==> src/rtl/uec_pkg.sv <==
package uec_pkg;
    typedef enum logic {
        EV_SHORT = 1'b0,
        EV_LONG  = 1'b1
    } ev_class_e;

    localparam int NUM_CLASSES = 2;
endpackage

==> src/rtl/uec_step_abs.sv <==
module uec_step_abs #(
    parameter int W = 8
) (
    input  logic [W-1:0] a_i,
    input  logic [W-1:0] b_i,
    output logic [W-1:0] mag_o
);
    always_comb begin
        if (a_i >= b_i) mag_o = a_i - b_i;
        else            mag_o = b_i - a_i;
    end
endmodule

==> src/rtl/uec_sat_ctr.sv <==
module uec_sat_ctr #(
    parameter int W = 16
) (
    input  logic         clk,
    input  logic         rst_n,
    input  logic         clr_i,
    input  logic         inc_i,
    output logic [W-1:0] q_o
);
    localparam logic [W-1:0] MAXV = '1;

    logic [W-1:0] cnt_d, cnt_q;

    always_comb begin
        cnt_d = cnt_q;
        if (clr_i)                      cnt_d = '0;
        else if (inc_i && cnt_q != MAXV) cnt_d = cnt_q + 1'b1;
    end

    always_ff @(posedge clk) begin
        if (!rst_n) cnt_q <= '0;
        else        cnt_q <= cnt_d;
    end

    assign q_o = cnt_q;


    no_wrap_chk: assert property (@(posedge clk) disable iff (!rst_n)
        (cnt_q == MAXV && !clr_i) |=> cnt_q == MAXV);

    clr_zero_chk: assert property (@(posedge clk) disable iff (!rst_n)
        clr_i |=> cnt_q == '0);
endmodule

==> src/rtl/upset_event_classifier.sv <==
module upset_event_classifier #(
    parameter int CYC_W  = 32,
    parameter int WIN_W  = 16,
    parameter int CNT_W  = 16,
    parameter int CODE_W = 8
) (
    input  logic              clk,
    input  logic              rst_n,
    input  logic [CYC_W-1:0]  cur_cycle_i,
    input  logic [WIN_W-1:0]  gap_win_i,
    input  logic              cnt_clr_i,
    input  logic              rec_valid_i,
    output logic              rec_ready_o,
    input  logic [CYC_W-1:0]  rec_cycle_i,
    input  logic [CODE_W-1:0] rec_code_i,
    input  logic [CODE_W-1:0] rec_prev_i,
    output logic              sum_valid_o,
    input  logic              sum_ready_i,
    output logic [CYC_W-1:0]  sum_start_o,
    output logic [CYC_W-1:0]  sum_end_o,
    output logic [CNT_W-1:0]  sum_count_o,
    output logic              sum_long_o,
    output logic [CODE_W-1:0] sum_step_o,
    output logic [CNT_W-1:0]  short_cnt_o,
    output logic [CNT_W-1:0]  long_cnt_o
);
    import uec_pkg::*;

    localparam int             EXT_W = CYC_W + 1;
    localparam logic [CNT_W-1:0] CNT_MAX = '1;

    typedef struct packed {
        logic              open;
        logic [CYC_W-1:0]  first;
        logic [CYC_W-1:0]  last;
        logic [CNT_W-1:0]  n;
        logic [CODE_W-1:0] mx;
        logic              sv;
        logic [CYC_W-1:0]  s_start;
        logic [CYC_W-1:0]  s_end;
        logic [CNT_W-1:0]  s_n;
        ev_class_e         s_cls;
        logic [CODE_W-1:0] s_mx;
    } st_t;

    st_t st_d, st_q;

    logic [CODE_W-1:0]      step;
    logic [EXT_W-1:0]       limit;
    logic                   accept, slot_free, expired, far_rec, closing, is_short;
    logic [NUM_CLASSES-1:0] inc;
    logic [CNT_W-1:0]       cls_cnt [NUM_CLASSES];

    uec_step_abs #(.W(CODE_W)) u_step (
        .a_i   (rec_code_i),
        .b_i   (rec_prev_i),
        .mag_o (step)
    );

    always_comb begin
        st_d      = st_q;
        accept    = rec_valid_i && !st_q.sv;
        slot_free = !st_q.sv || sum_ready_i;
        limit     = {1'b0, st_q.last} + EXT_W'(gap_win_i);
        expired   = st_q.open && ({1'b0, cur_cycle_i} > limit);
        far_rec   = accept && st_q.open && ({1'b0, rec_cycle_i} > limit);
        closing   = st_q.open && slot_free && (expired || far_rec);
        is_short  = (st_q.n == CNT_W'(2)) && ((st_q.last - st_q.first) == CYC_W'(1));
        inc       = '0;

        if (st_q.sv && sum_ready_i) st_d.sv = 1'b0;

        if (closing) begin
            st_d.sv      = 1'b1;
            st_d.s_start = st_q.first;
            st_d.s_end   = st_q.last;
            st_d.s_n     = st_q.n;
            st_d.s_cls   = is_short ? EV_SHORT : EV_LONG;
            st_d.s_mx    = st_q.mx;
            inc[EV_SHORT] = is_short;
            inc[EV_LONG]  = !is_short;
        end

        if (accept) begin
            if (!st_q.open || closing) begin
                st_d.open  = 1'b1;
                st_d.first = rec_cycle_i;
                st_d.last  = rec_cycle_i;
                st_d.n     = CNT_W'(1);
                st_d.mx    = step;
            end else begin
                st_d.last = rec_cycle_i;
                if (st_q.n != CNT_MAX) st_d.n = st_q.n + 1'b1;
                if (step > st_q.mx)    st_d.mx = step;
            end
        end else if (closing) begin
            st_d.open = 1'b0;
        end
    end

    always_ff @(posedge clk) begin
        if (!rst_n) st_q <= '0;
        else        st_q <= st_d;
    end

    for (genvar g = 0; g < NUM_CLASSES; g++) begin : g_cls_ctr
        uec_sat_ctr #(.W(CNT_W)) u_ctr (
            .clk   (clk),
            .rst_n (rst_n),
            .clr_i (cnt_clr_i),
            .inc_i (inc[g]),
            .q_o   (cls_cnt[g])
        );
    end

    assign rec_ready_o = !st_q.sv;
    assign sum_valid_o = st_q.sv;
    assign sum_start_o = st_q.s_start;
    assign sum_end_o   = st_q.s_end;
    assign sum_count_o = st_q.s_n;
    assign sum_long_o  = st_q.s_cls == EV_LONG;
    assign sum_step_o  = st_q.s_mx;
    assign short_cnt_o = cls_cnt[EV_SHORT];
    assign long_cnt_o  = cls_cnt[EV_LONG];


    sum_hold_chk: assert property (@(posedge clk) disable iff (!rst_n)
        (sum_valid_o && !sum_ready_i) |=> (sum_valid_o && !rec_ready_o
            && $stable(sum_start_o) && $stable(sum_end_o) && $stable(sum_count_o)
            && $stable(sum_long_o) && $stable(sum_step_o)));

    short_shape_chk: assert property (@(posedge clk) disable iff (!rst_n)
        (sum_valid_o && !sum_long_o) |-> (sum_count_o == CNT_W'(2)
            && sum_end_o == sum_start_o + CYC_W'(1)));

    span_order_chk: assert property (@(posedge clk) disable iff (!rst_n)
        sum_valid_o |-> sum_end_o >= sum_start_o);

    count_nonzero_chk: assert property (@(posedge clk) disable iff (!rst_n)
        sum_valid_o |-> sum_count_o != '0);

    close_due_chk: assert property (@(posedge clk) disable iff (!rst_n)
        (st_q.open && !st_q.sv && ({1'b0, cur_cycle_i} > {1'b0, st_q.last} + EXT_W'(gap_win_i)))
            |=> sum_valid_o);
endmodule

==> config.mk <==
export PLATFORM = sky130hd
export DESIGN_NAME = upset_event_classifier
export DESIGN_NICKNAME = d
export VERILOG_FILES = /design/src/rtl/uec_pkg.sv /design/src/rtl/uec_step_abs.sv /design/src/rtl/uec_sat_ctr.sv /design/src/rtl/upset_event_classifier.sv
export SDC_FILE = /design/constraint.sdc
export NUM_CORES = 1
export LEC_CHECK = 0
export ABC_AREA = 1
export BUFFER_PORTS_ARGS = -buffer_cell sky130_fd_sc_hd__buf_4
export CORE_UTILIZATION = 35
export DETAILED_ROUTE_END_ITERATION = 10
export PLACE_DENSITY = 0.51
export REMOVE_ABC_BUFFERS = 1
export SETUP_SLACK_MARGIN = 0.2
export SLEW_MARGIN = 30
export SYNTH_ARGS = -nofsm -noshare
export SYNTH_HDL_FRONTEND = slang
export SYNTH_HIERARCHICAL = 1
export SYNTH_SLANG_ARGS = --single-unit
export TNS_END_PERCENT = 10
==> constraint.sdc <==
create_clock -name clk -period 12.9 [get_ports clk]
set_clock_uncertainty 0.15 [all_clocks]
set_input_delay 2.58 -clock clk [delete_from_list [all_inputs] [get_ports clk]]
set_output_delay 2.58 -clock clk [all_outputs]
set_load 0.02 [all_outputs]
==> results.json <==
{
  "dp_hpwl_um": 36300,
  "internal-power_mw": 1.46,
  "cpPeakStageDelay_ps": 740,
  "htreeDepth": 1,
  "slowest_stage": "nand2_2",
  "clk_latency_ps": 550,
  "cts_max_path_buffers": 3,
  "rows": 75,
  "hold_buffers": 0,
  "yosysSeqAreaShare_pct": 28.0,
  "ys.flop_type": "dfxtp_1",
  "p_per_area_nw_per_um2": 130,
  "slew_headroom_pct": 40.6,
  "cp_data_required_time_ps": 13180,
  "wirelength_um": 47300,
  "grt_first_pass_wirelength_um": 75500,
  "clk_pin_slew_ps": 60,
  "fin_crit_sh_pct": 65.0,
  "tns_ps": 0,
  "drt_iter0_drc": 817,
  "initial_core_util_pct": 35.7,
  "async_flop_share_pct": 0,
  "drt_first_pass_iters": 5,
  "max_freq_ghz": 0.119,
  "nFillCells": 4489,
  "ir_drop_v": 0.0000751,
  "wl_per_cell_um": 16.4,
  "cts-root-buf": "clkbuf_16",
  "remaining_drc_errors": 0,
  "num_antenna_cells": 0,
  "avgViaCountPerCell": 4.98,
  "grt_pass1_vias": 13900,
  "syn_to_final_growth_pct": 14.9,
  "start_kind": "input pin",
  "slew_violations": 0,
  "switching_share_pct": 35.6,
  "final_cells": 2879,
  "grt-ovfl-total": 0,
  "drive_above_1_share_pct": 13.8,
  "numCtsBuffers": 27,
  "finalHoldViolations": 0,
  "worst_slack_ps": 4510,
  "ys_warn_count": 6,
  "run_status": "completed",
  "min_path_type": "register to register",
  "crit_path_max_fanout": 37,
  "synth_edf_count": 0,
  "synth_area_sq_um": 15100,
  "fin_crit_ps": 8390,
  "cts_tree": "built",
  "cts_resized": 0,
  "clkPwrFrac_pct": 34.8,
  "routed-via-count": 14300,
  "dp_cells": 2832,
  "nets": 2563,
  "maxCapViolations": 0,
  "port_buffers": 223,
  "boundaryPins": 224,
  "p_leak_nw": 7.96,
  "pwr-share-comb_pct": 32.0,
  "cts_sinks": 211,
  "crit_arrival_ps": 8670,
  "synth.distinct_cells": 55,
  "ys_seq_elements": 211,
  "antenna_found_initial": 1,
  "seq_power_share_pct": 33.2,
  "pre_cts_slack_ps": 3900,
  "endpoint_kind": "register",
  "crit_family": "simple AND/OR/NAND/NOR gates",
  "syn_avg_cell_area_sq_um": 6.79,
  "cts_setup_buffers": 0,
  "hold_slack_ps": 310,
  "core_sq_um": 42200,
  "worstMarginPinSlew_ps": 892,
  "place_congestion": 0.884,
  "ant_nets": 0,
  "worst-path-buf-inv": 1,
  "track_usage_pct": 21.5,
  "die_area_sq_um": 44000,
  "criticalPathCategory": "input pin to register",
  "die_width_um": 210,
  "grt_start_max_net_pins": 92,
  "setup-violations-final": 0,
  "die_h_um": 210,
  "syn_inst": 2224,
  "rsz0062_at_grt": "false",
  "switchingPower_mw": 0.805
}
-- state kept, by name, summed over array words and instances (netlist names) --
register	flops
sum_start_o	32
st_q	89
sum_count_o	16
sum_valid_o	1
sum_long_o	1
sum_step_o	8
g_cls_ctr.u_ctr/q_o	32
sum_end_o	32
-- metrics by stage --
stage	cell area [sq um]	utilization [%]	power, mW
after floorplan	14000	-	1.24
after global placement	16400	38.8	1.48
after detailed placement	16400	38.9	1.49
after CTS	17300	41.1	2.29
after global routing	17300	41.1	2.42
final	17300	41.1	2.26
-- power groups by stage --
stage	Combinational [mW]	Sequential, mW	Clock, mW
floorplan	0.449	0.790	0
global placement	0.719	0.763	0
detailed placement	0.726	0.764	0
CTS	0.730	0.750	0.807
global route	0.822	0.757	0.837
finish	0.724	0.750	0.787
-- routing by layer --
metal / vias to the layer above / share of wire [%] / GRT usage (%)
li1: 7454 / - / -
met1: 6546 / 47 / 28.4
met2: 264 / 47 / 36.4
met3: 64 / 3.8 / 2.62
met4: 2 / 2.5 / 6.24
met5: - / 0.023 / 0
-- cell usage after synthesis, drive strengths merged, types with 4 or more instances --
master,n,area (sq um)
buf,125,955
o211ai,5,37.5
xnor2,19,166
nand4,43,269
nand2,402,1550
ha,136,1700
nor3,24,125
a21oi,219,1110
nor2,319,1250
xor2,35,307
a21o,7,52.6
o21bai,9,67.6
o21ai,172,861
a211oi,4,30.0
a21boi,6,45.1
nand3b,14,105
nor4,10,62.6
clkbuf,37,139
nand3,156,841
dfxtp,211,4220
or2,7,46.3
fa,4,80.1
inv,235,887
-- worst paths after layout --
kind / startpoint / to / slack (ps) / cells after the start
max: gap_win_i[2] / st_q[111] / 4510 / 31
min: st_q[156] / st_q[156] / 310 / 2
max reg2reg: st_q[116] / st_q[111] / 6290 / 30
min reg2reg: st_q[156] / st_q[156] / 310 / 2
-- cells in the final DEF, fill, tap and decap left out, drive strengths merged, types with 4 or more instances in the layout --
master,netlist,final
clkinv,3,6
nand4,43,43
nor2,319,319
ha,136,136
a211oi,4,4
xor2,35,35
a21oi,219,219
o21ai,172,172
nor4,10,10
nand3b,14,14
nand3,156,156
o21bai,9,9
a21boi,6,6
inv,235,237
fa,4,4
a21o,7,7
clkbuf,37,38
o211ai,5,5
xnor2,19,19
nor3,24,24
dfxtp,211,211
buf,125,231
or2,7,7
nand2,402,402
-- worst register-to-register path, delay by kind of cell (launching register included) --
kind | cells | cell delay (ps)
fa+ha+maj | 2 | 650
xor+xnor | 1 | 270
simple gates | 16 | 3390
compound gates | 11 | 1690
flops | 1 | 350
-- cells by family after synthesis --
| logic type | synth area share, % |
|---|---|
| AOI/OAI and AO/OA | 15.4 |
| adders and majority gates | 11.8 |
| buffers and inverters | 13.2 |
| xor gates and xnor gates | 3.13 |
| DFF | 28.0 |
| and+or+nand+nor | 28.5 |
-- final cells by class --
class | count | area (sq um) | area share [%]
Multi-Input combinational cell | 1613 | 8880 | 51.2
Sequential cell | 211 | 4220 | 24.3
Timing Repair Buffer | 231 | 1750 | 10.1
Inverter | 238 | 898 | 5.18
Clock buffer | 38 | 787 | 4.54
Tap cell | 539 | 674 | 3.89
Clock inverter | 9 | 134 | 0.772
No activity file was read; power rests on OpenSTA's default activity.
